===== src/rtl/i2c_rd_pkg.sv =====
package i2c_rd_pkg;

  typedef enum logic [2:0] {
    ST_IDLE,
    ST_DEV,
    ST_DEV_ACK,
    ST_WADDR,
    ST_WADDR_ACK,
    ST_TX,
    ST_RX_ACK,
    ST_WAIT
  } rd_state_e;

  localparam logic [3:0] DEV_PREFIX = 4'b1010;
  localparam int unsigned BYTE_W = 8;

endpackage


===== src/rtl/i2c_rd_sync.sv =====
module i2c_rd_sync #(
  parameter int unsigned STAGES = 2
) (
  input  logic clk,
  input  logic rst_n,
  input  logic scl_i,
  input  logic sda_i,
  output logic scl_s,
  output logic sda_s,
  output logic scl_rise,
  output logic scl_fall,
  output logic start_det,
  output logic stop_det
);

  logic [STAGES-1:0] scl_sr;
  logic [STAGES-1:0] sda_sr;
  logic              scl_d;
  logic              sda_d;

  generate
    if (STAGES == 1) begin : g_one
      always_ff @(posedge clk or negedge rst_n) begin
        if (!rst_n) begin
          scl_sr <= '1;
          sda_sr <= '1;
        end else begin
          scl_sr <= scl_i;
          sda_sr <= sda_i;
        end
      end
    end else begin : g_many
      always_ff @(posedge clk or negedge rst_n) begin
        if (!rst_n) begin
          scl_sr <= '1;
          sda_sr <= '1;
        end else begin
          scl_sr <= {scl_sr[STAGES-2:0], scl_i};
          sda_sr <= {sda_sr[STAGES-2:0], sda_i};
        end
      end
    end
  endgenerate

  always_ff @(posedge clk or negedge rst_n) begin
    if (!rst_n) begin
      scl_d <= 1'b1;
      sda_d <= 1'b1;
    end else begin
      scl_d <= scl_sr[STAGES-1];
      sda_d <= sda_sr[STAGES-1];
    end
  end

  assign scl_s     = scl_sr[STAGES-1];
  assign sda_s     = sda_sr[STAGES-1];
  assign scl_rise  = scl_s & ~scl_d;
  assign scl_fall  = ~scl_s & scl_d;
  assign start_det = scl_s & scl_d & sda_d & ~sda_s;
  assign stop_det  = scl_s & scl_d & ~sda_d & sda_s;

endmodule


===== src/rtl/i2c_rd_ptr.sv =====
module i2c_rd_ptr #(
  parameter int unsigned AW = 8
) (
  input  logic          clk,
  input  logic          rst_n,
  input  logic          load,
  input  logic [AW-1:0] load_val,
  input  logic          inc,
  output logic [AW-1:0] ptr
);

  logic [AW-1:0] ptr_q;
  logic [AW-1:0] ptr_d;
  logic          ptr_en;

  always_comb begin
    ptr_en = load | inc;
    ptr_d  = ptr_q;
    if (load) begin
      ptr_d = load_val;
    end else if (inc) begin
      ptr_d = ptr_q + {{(AW-1){1'b0}}, 1'b1};
    end
  end

  always_ff @(posedge clk or negedge rst_n) begin
    if (!rst_n) begin
      ptr_q <= '0;
    end else if (ptr_en) begin
      ptr_q <= ptr_d;
    end
  end

  assign ptr = ptr_q;

endmodule


===== src/rtl/i2c_rd_fsm.sv =====
module i2c_rd_fsm
  import i2c_rd_pkg::*;
#(
  parameter int unsigned AW = 8
) (
  input  logic                    clk,
  input  logic                    rst_n,
  input  logic [2:0]              strap_i,
  input  logic                    sda_s,
  input  logic                    scl_rise,
  input  logic                    scl_fall,
  input  logic                    start_det,
  input  logic                    stop_det,
  input  logic [BYTE_W-1:0]       mem_data,
  output logic                    sda_oe,
  output logic                    ptr_load,
  output logic [AW-1:0]           ptr_val,
  output logic                    ptr_inc,
  output rd_state_e               state_o
);

  localparam int unsigned CNT_W = $clog2(BYTE_W + 1);
  localparam logic [CNT_W-1:0] CNT_FULL = CNT_W'(BYTE_W);
  localparam logic [CNT_W-1:0] CNT_ONE  = CNT_W'(1);

  rd_state_e          state_q, state_d;
  logic [CNT_W-1:0]   cnt_q, cnt_d;
  logic [BYTE_W-1:0]  sh_q, sh_d;
  logic               oe_q, oe_d;
  logic               mack_q, mack_d;
  logic               addr_hit;

  assign addr_hit = (sh_q[BYTE_W-1:1] == {DEV_PREFIX, strap_i});

  always_comb begin
    state_d  = state_q;
    cnt_d    = cnt_q;
    sh_d     = sh_q;
    oe_d     = oe_q;
    mack_d   = mack_q;
    ptr_load = 1'b0;
    ptr_inc  = 1'b0;
    if (stop_det) begin
      state_d = ST_IDLE;
      oe_d    = 1'b0;
    end else if (start_det) begin
      state_d = ST_DEV;
      cnt_d   = '0;
      oe_d    = 1'b0;
    end else begin
      case (state_q)
        ST_DEV, ST_WADDR: begin
          if (scl_rise && cnt_q != CNT_FULL) begin
            sh_d  = {sh_q[BYTE_W-2:0], sda_s};
            cnt_d = cnt_q + CNT_ONE;
          end else if (scl_fall && cnt_q == CNT_FULL) begin
            if (state_q == ST_WADDR) begin
              ptr_load = 1'b1;
              state_d  = ST_WADDR_ACK;
              oe_d     = 1'b1;
            end else if (addr_hit) begin
              state_d = ST_DEV_ACK;
              oe_d    = 1'b1;
            end else begin
              state_d = ST_WAIT;
            end
          end
        end
        ST_DEV_ACK: begin
          if (scl_fall) begin
            cnt_d = '0;
            if (sh_q[0]) begin
              state_d = ST_TX;
              sh_d    = mem_data;
              oe_d    = ~mem_data[BYTE_W-1];
            end else begin
              state_d = ST_WADDR;
              oe_d    = 1'b0;
            end
          end
        end
        ST_WADDR_ACK: begin
          if (scl_fall) begin
            state_d = ST_WAIT;
            oe_d    = 1'b0;
          end
        end
        ST_TX: begin
          if (scl_rise && cnt_q != CNT_FULL) begin
            cnt_d = cnt_q + CNT_ONE;
          end else if (scl_fall) begin
            if (cnt_q == CNT_FULL) begin
              state_d = ST_RX_ACK;
              oe_d    = 1'b0;
              ptr_inc = 1'b1;
            end else begin
              sh_d = {sh_q[BYTE_W-2:0], 1'b0};
              oe_d = ~sh_q[BYTE_W-2];
            end
          end
        end
        ST_RX_ACK: begin
          if (scl_rise) begin
            mack_d = ~sda_s;
          end else if (scl_fall) begin
            cnt_d = '0;
            if (mack_q) begin
              state_d = ST_TX;
              sh_d    = mem_data;
              oe_d    = ~mem_data[BYTE_W-1];
            end else begin
              state_d = ST_WAIT;
              oe_d    = 1'b0;
            end
          end
        end
        default: begin
          oe_d = 1'b0;
        end
      endcase
    end
  end

  always_ff @(posedge clk or negedge rst_n) begin
    if (!rst_n) begin
      state_q <= ST_IDLE;
      cnt_q   <= '0;
      sh_q    <= '0;
      oe_q    <= 1'b0;
      mack_q  <= 1'b0;
    end else begin
      state_q <= state_d;
      cnt_q   <= cnt_d;
      sh_q    <= sh_d;
      oe_q    <= oe_d;
      mack_q  <= mack_d;
    end
  end

  assign sda_oe  = oe_q;
  assign ptr_val = sh_q[AW-1:0];
  assign state_o = state_q;

endmodule


===== src/rtl/i2c_rd_engine.sv =====
module i2c_rd_engine
  import i2c_rd_pkg::*;
#(
  parameter int unsigned AW          = 8,
  parameter int unsigned SYNC_STAGES = 2
) (
  input  logic              clk,
  input  logic              rst_n,
  input  logic              scl_i,
  input  logic              sda_i,
  input  logic [2:0]        strap_i,
  output logic              sda_oe_o,
  output logic [AW-1:0]     mem_addr_o,
  input  logic [BYTE_W-1:0] mem_data_i
);

  logic [1:0]    rst_sr;
  logic          rst_n_s;
  logic          scl_s;
  logic          sda_s;
  logic          scl_rise;
  logic          scl_fall;
  logic          start_det;
  logic          stop_det;
  logic          ptr_load;
  logic          ptr_inc;
  logic [AW-1:0] ptr_val;
  logic [AW-1:0] ptr;
  rd_state_e     state;

  always_ff @(posedge clk or negedge rst_n) begin
    if (!rst_n) begin
      rst_sr <= '0;
    end else begin
      rst_sr <= {rst_sr[0], 1'b1};
    end
  end
  assign rst_n_s = rst_sr[1];

  i2c_rd_sync #(.STAGES(SYNC_STAGES)) sync_i (
    .clk       (clk),
    .rst_n     (rst_n_s),
    .scl_i     (scl_i),
    .sda_i     (sda_i),
    .scl_s     (scl_s),
    .sda_s     (sda_s),
    .scl_rise  (scl_rise),
    .scl_fall  (scl_fall),
    .start_det (start_det),
    .stop_det  (stop_det)
  );

  i2c_rd_fsm #(.AW(AW)) fsm_i (
    .clk       (clk),
    .rst_n     (rst_n_s),
    .strap_i   (strap_i),
    .sda_s     (sda_s),
    .scl_rise  (scl_rise),
    .scl_fall  (scl_fall),
    .start_det (start_det),
    .stop_det  (stop_det),
    .mem_data  (mem_data_i),
    .sda_oe    (sda_oe_o),
    .ptr_load  (ptr_load),
    .ptr_val   (ptr_val),
    .ptr_inc   (ptr_inc),
    .state_o   (state)
  );

  i2c_rd_ptr #(.AW(AW)) ptr_i (
    .clk      (clk),
    .rst_n    (rst_n_s),
    .load     (ptr_load),
    .load_val (ptr_val),
    .inc      (ptr_inc),
    .ptr      (ptr)
  );

  assign mem_addr_o = ptr;

endmodule


===== config.mk =====
export PLATFORM = sky130hd
export DESIGN_NAME = i2c_rd_engine
export DESIGN_NICKNAME = d
export VERILOG_FILES = /design/src/rtl/i2c_rd_pkg.sv /design/src/rtl/i2c_rd_sync.sv /design/src/rtl/i2c_rd_ptr.sv /design/src/rtl/i2c_rd_fsm.sv /design/src/rtl/i2c_rd_engine.sv
export SDC_FILE = /design/constraint.sdc
export NUM_CORES = 1
export LEC_CHECK = 0
export ABC_AREA = 1
export BUFFER_PORTS_ARGS = -buffer_cell sky130_fd_sc_hd__buf_4
export CELL_PAD_IN_SITES_DETAIL_PLACEMENT = 0
export CELL_PAD_IN_SITES_GLOBAL_PLACEMENT = 2
export CORE_ASPECT_RATIO = 1.75
export CORE_MARGIN = 3
export CORE_UTILIZATION = 33
export CTS_CLUSTER_SIZE = 16
export DETAILED_ROUTE_END_ITERATION = 6
export PLACE_DENSITY_LB_ADDON = 0.25
export REMOVE_ABC_BUFFERS = 1
export SYNTH_ARGS = -nofsm -noshare
export SYNTH_HDL_FRONTEND = slang
export SYNTH_SLANG_ARGS = --single-unit
export TNS_END_PERCENT = 20

===== constraint.sdc =====
create_clock -name clk -period 1.1 [get_ports clk]
set_input_delay 0 -clock clk [delete_from_list [all_inputs] [get_ports clk]]
set_output_delay 0 -clock clk [all_outputs]
set_load 0.02 [all_outputs]

==> results of run 1 <==
## where the power goes
part / total, µW / switching, µW / internal (µW) / leakage, µW
registers: 1780 / 237 / 1540 / 0.000404
logic: 4820 / 2630 / 2190 / 0.00119
clock network: 1220 / 487 / 737 / 0.0000574
total: 7820 / 3350 / 4470 / 0.00165
## layer usage
metal	global-route usage, %	up-vias
li1	-	1111
met1	18.2	989
met2	35.9	42
met3	2.76	26
met4	12.8	0
met5	0	-
## state kept, by name, summed over array words and instances (netlist names)
register       cells
fsm_i.cnt_q        4
fsm_i.mack_q       1
fsm_i.ptr_val      8
fsm_i.sda_oe       1
fsm_i.state_o      3
ptr_i.ptr          8
rst_sr             2
sync_i.scl_d       1
sync_i.scl_sr      2
sync_i.sda_d       1
sync_i.sda_sr      2
## per-stage QoR
step | hold slack, ps | utilization [%]
global placement | -217 | 46.7
floorplan | -296 | -
CTS | 11.1 | 52.3
finish | 21.7 | 53.8
global route | 19.7 | 53.8
detailed placement | -216 | 46.7
## timing repair
action,CTS,global route
resized for setup,34,23
setup endpoints to repair,25,25
pin swaps,18,16
buffers inserted,11,2
hold buffers,3,0
cloned,0,0
hold endpoints to repair,4,0
## cell usage in the layout, fill, tap and decap left out, types with 3 or more instances in the layout
| master | instances |
|---|---|
| nand2_2 | 17 |
| dfstp_2 | 6 |
| clkbuf_8 | 6 |
| nand2_1 | 80 |
| o21ai_2 | 3 |
| nand3_2 | 4 |
| nor2_4 | 9 |
| nand2_4 | 3 |
| xor2_1 | 4 |
| nor2_1 | 16 |
| inv_1 | 27 |
| buf_4 | 93 |
| dlygate4sd3_1 | 3 |
| inv_2 | 10 |
| dfrtp_1 | 25 |
| o21ai_1 | 4 |
| nor2_2 | 8 |
| nor3_1 | 4 |
| o21ai_0 | 7 |
| buf_6 | 5 |
| nand3_1 | 25 |
| o211ai_1 | 4 |
## layout make-up
class	instances	share of cell area, %
multi-input cells	210	37.4
flip-flops and latches	33	26.2
repair buffers	102	25.2
inverters	37	4.35
well taps	78	3.06
clock buffers	6	2.59
clock inverters	2	1.18
## logic make-up (layout without fill, tap and decap cells)
logic type,Yosys count,after routing,synth area share [%]
other,1,1,0.184
AOI/OAI and AO/OA,28,28,8.99
DFF,33,33,41.0
adders and majority gates,3,3,1.85
buffers and inverters,40,147,7.81
xor gates and xnor gates,6,6,2.58
and+or+nand+nor,172,172,37.6
## worst reg2reg max path: stages (launching register included)
cell and delay, ps:
dfstp_2 540, inv_2 40, nor2_2 110, buf_6 140, inv_2 40, nand2_2 80, nor2_2 50, nor2_2 160
nand2_2 110, o21bai_1 150, nand2_1 70
## worst min path at each step
stage / end / slack [ps] / cells after the start
4_1_cts: rst_sr[1] / 10 / 2
2_1_floorplan: rst_sr[0] / -300 / 0
3_3_place_gp: rst_sr[1] / -220 / 1
5_1_grt: rst_sr[1] / 20 / 2
3_5_place_dp: rst_sr[1] / -220 / 1
6_report: rst_sr[1] / 20 / 2
==> flow_summary.ini, run 1 <==
[grt]
grt_pass1_wl_mm = 10.3
antenna_found_initial = 0
grt_overflow = 0
grt_usage_pct = 18.9
grt_max_degree = 32
grt_pass1_vias = 2293

[route]
via_count = 2168
drc = 0
ant_nets = 0
drt_wl_total_mm = 6.07
viasPerCell = 4.63
top_layer_used = met4
firstDrtPassIters = 5
wl_met2_mm = 3.33
dr_wl_met3_um = 162
detail_route.wl_per_cell_um = 13.0
met1_length_mm = 2.21
drt_iter0_markers = 75

[placement]
io_buffer_count = 23
dp_cells = 444
placed_area_mm2 = 0.00277
pre_cts_slack_ps = -603
dp_hpwl_mm = 4.66
finalWeightedCongestion = 0.816

[power]
p_leak_uw = 0.00165
power_density_mw_per_mm2 = 2450
peakVddDrop_uv = 1200
total_power_uw = 7820

[synth]
synthFlopType = dfrtp_1
synth_edf_count = 0
synth_warnings = 0
synthTopCellsByArea = dfrtp_1 (33%), nand2_1 (18%), dfstp_2 (7.8%)
synth_cells = 283
post_synth.cell_area_avg_um2 = 7.18
yosysTopAreaCellShare_pct = 33.2
ys_top_cells_by_count = nand2_1 (98), inv_1 (33), nand3_1 (28)
synth.most_common_cell = nand2_1
ys_seq_area_share_pct = 41.0
netlist_area_mm2 = 0.00203
ys_ff_latch = 33
synthArstFlopShare_pct = 100
synth_cell_types = 35
yosysTopAreaCell = dfrtp_1

[die]
ios = 24
die_x_um = 65.3
coreArea_mm2 = 0.00593
rows = 37
initial_core_util_pct = 34.3
fp.dieH_um = 110
dieArea_mm2 = 0.00718

[setup_path]
critPathSlowestCell = dfstp_2
crit_arrival_ps = 1780
path_buf_inv = 3
crit_chain = inv_2 -> nor2_2 -> buf_6 -> inv_2 -> nand2_2 -> nor2_2 -> nor2_2 -> nand2_2 -> o21bai_1 -> nand2_1
cpMostUsedCell = nor2_2
cp_slowest_stage_delay_ps = 540
cp-startpoint = sync_i.scl_d
r2r_end = fsm_i.sda_oe
worst-path-max-fanout = 3
crit_required_ps = 1290
reg2reg_slack_ps = -500
crit_type = register to register
rr_worst_depth = 10
crit_family = simple AND/OR/NAND/NOR gates
cp-start-kind = register
cp-end-kind = register
critical_path_cell_count = 10
r2r-start = sync_i.scl_d
critPathCapture = fsm_i.sda_oe

[timing]
finalSetupViolCount = 25
rsz0062_at_grt = yes
setup_tns_ps = -10310
timing.final.ws_setup_ps = -497
fin_crit_sh_pct = 145
final_hold_viol_count = 0
finalCriticalPeriod_ps = 1600
skew_ps = 8.21
slew_viol_final = 0
max_freq_mhz = 626

[outcome]
violations = negative setup slack
status = finished, violations left

[clock_tree]
numClockSinks = 33
clk_root_buffer_cell = clkbuf_8
clockBufferDepth = 2
numCtsBuffers = 5
cts.htree.levels = 2
clock_latency_ps = 290
cts_tree = yes
clk_pin_slew_ps = 80

[layout]
fin_area_mm2 = 0.00319
fin_cells = 468
seqCellArea_um2 = 836
fill_cells = 641
post_route_cells_drive_above_1_share_pct = 44.4
multiInputGateArea_mm2 = 0.00119
fin_nets = 407
syn_to_final_growth_pct = 56.9
diodes = 0

[flow_run]
max-cap-violations = 0

[hold_path]
hold_path.class = input port to async pin
Power figures use the tool's default switching activity.
==> run 2: changes to the inputs <==
- ABC_AREA: 1 -> not set
- CORE_UTILIZATION: 33 -> 36
- MAX_ROUTING_LAYER: not set -> met4
==> flow_summary.ini, run 2 <==
[outcome]
status = finished, violations left
violations = negative setup slack

[timing]
finalSetupViolCount = 25
final_hold_viol_count = 0
max_freq_mhz = 579
skew_ps = 17.6
finalCriticalPeriod_ps = 1730
slew_viol_final = 0
timing.final.ws_setup_ps = -628
fin_crit_sh_pct = 157
holdWs_ps = 5.52
rsz0062_at_grt = yes

[route]
drt_wl_total_mm = 6.24
ant_nets = 0
viasPerCell = 5.23
detail_route.wl_per_cell_um = 16.7
via_count = 1957
drt_iter0_markers = 69
drc = 0
firstDrtPassIters = 4

[synth]
ys_ff_latch = 33
netlist_area_mm2 = 0.00199
synthTopCellsByArea = dfrtp_1 (34%), dfstp_2 (7.9%), o21ai_0 (4.5%)
synth_warnings = 0
synth_cell_types = 57
synth_cells = 206
synth.most_common_cell = dfrtp_1
ys_top_cells_by_count = dfrtp_1 (27), o21ai_0 (18), nand2_1 (16)
synthFlopType = dfrtp_1
yosysTopAreaCell = dfrtp_1
synthArstFlopShare_pct = 100
synth_edf_count = 0
post_synth.cell_area_avg_um2 = 9.68
yosysTopAreaCellShare_pct = 33.9
ys_seq_area_share_pct = 41.8

[die]
fp.dieH_um = 104
coreArea_mm2 = 0.00530
dieArea_mm2 = 0.00650
die_x_um = 62.2
initial_core_util_pct = 37.6
ios = 24
rows = 35

[layout]
fill_cells = 488
fin_nets = 317
syn_to_final_growth_pct = 54.9
diodes = 0
final_common_cell = buf_4
fin_area_mm2 = 0.00309
mostFrequentLayoutCells = buf_4 (86), dfrtp_1 (26), nand2_1 (15)
fin_cells = 374
post_route_cells_drive_above_1_share_pct = 49.7

[power]
power_density_mw_per_mm2 = 2230
p_leak_uw = 0.00140
peakVddDrop_uv = 1180

[flow_run]
max-cap-violations = 0

[setup_path]
crit_arrival_ps = 1890
reg2reg_slack_ps = -630
rr_worst_depth = 5
crit_family = multiplexers
cp-start-kind = register
critical_path_cell_count = 5
cp-end-kind = register
cp_slowest_stage_delay_ps = 580
crit_type = register to register
crit_required_ps = 1260
path_buf_inv = 1
critPathSlowestCell = dfstp_2
r2r_end = fsm_i.sda_oe
worst-path-max-fanout = 5
crit_chain = buf_4 -> mux2i_2 -> o2bb2ai_4 -> o32ai_1 -> mux2_1
cp-startpoint = sync_i.scl_sr[1]
critPathCapture = fsm_i.sda_oe
r2r-start = sync_i.scl_sr[1]

[grt]
grt_pass1_wl_mm = 10.0
grt_pass1_vias = 2064
antenna_found_initial = 0
grt_overflow = 0
grt_usage_pct = 20.3
grt_max_degree = 18

[placement]
io_buffer_count = 23
finalWeightedCongestion = 0.876
dp_hpwl_mm = 4.54
placed_area_mm2 = 0.00264
pre_cts_slack_ps = -646
dp_cells = 352

[clock_tree]
clk_root_buffer_cell = clkbuf_8
clock_latency_ps = 290
cts.htree.levels = 2
clk_pin_slew_ps = 80
clockBufferDepth = 2
numCtsBuffers = 5
numClockSinks = 33
cts_tree = yes

[hold_path]
hold_path.class = input port to register
run 2: per-layer routing:
layer  vias up  wire length (µm)  GRT usage (%)
met1       955              2250           19.6
met5         -                 0              -
met4         0               218           11.6
met2        38              3600           37.5
li1        946                 -              -
met3        18               168           3.14
run 2: worst register-to-register path: cells and delay by family, from the launching register on:
family                 cells  cell delay (ps)
muxes                      2              610
DFF                        1              580
AOI/OAI and AO/OA          2              290
buffers and inverters      1              140
run 2: final cells by class:
cell class / count / area (µm²) / share of cell area, %
flip-flops and latches: 33 / 835 / 27.0
repair buffers: 99 / 788 / 25.5
well taps: 74 / 92.6 / 3.00
inverters: 8 / 30.0 / 0.972
multi-input cells: 152 / 1230 / 39.7
clock inverters: 1 / 30.0 / 0.972
clock buffers: 7 / 86.3 / 2.80
run 2: cells by family after synthesis:
logic type | after synthesis | synth area share (%)
adder cells (fa/ha/maj) | 3 | 1.88
multiplexers | 5 | 2.64
flip-flops | 33 | 41.8
buffers and inverters | 21 | 5.52
AND/OR/NAND/NOR | 65 | 18.8
XOR/XNOR | 7 | 3.08
AO/OA/AOI/OAI | 71 | 26.1
other | 1 | 0.188
run 2: power by group:
group          switching [µW]  internal (µW)
logic                    1910           2020
registers                 242           1510
clock network             479            739
total                    2630           4270
run 2: what timing repair did:
action,CTS,global route
resized for setup,35,18
hold buffers,3,0
buffers inserted,6,5
setup endpoints to repair,25,25
pin swaps,15,7
hold endpoints to repair,4,0
run 2: stage by stage:
step	TNS [ps]	total power (µW)	util (%)
after floorplan	-17330	3460	-
after global placement	-13250	4990	49.9
after detailed placement	-14160	5060	49.9
after CTS	-12070	6720	55.9
after global routing	-14450	7380	58.3
final	-12620	6900	58.3
run 2: worst min-delay path by stage:
stage	start	to	slack, ps	cells past startpoint
3_3_place_gp	rst_n	rst_sr[0]	-220	1
4_1_cts	mem_data_i[5]	fsm_i.ptr_val[5]	0.3	3
3_5_place_dp	rst_n	rst_sr[1]	-210	1
5_1_grt	mem_data_i[2]	fsm_i.ptr_val[2]	30	3
2_1_floorplan	rst_n	rst_sr[0]	-300	0
6_report	mem_data_i[5]	fsm_i.ptr_val[5]	6	3
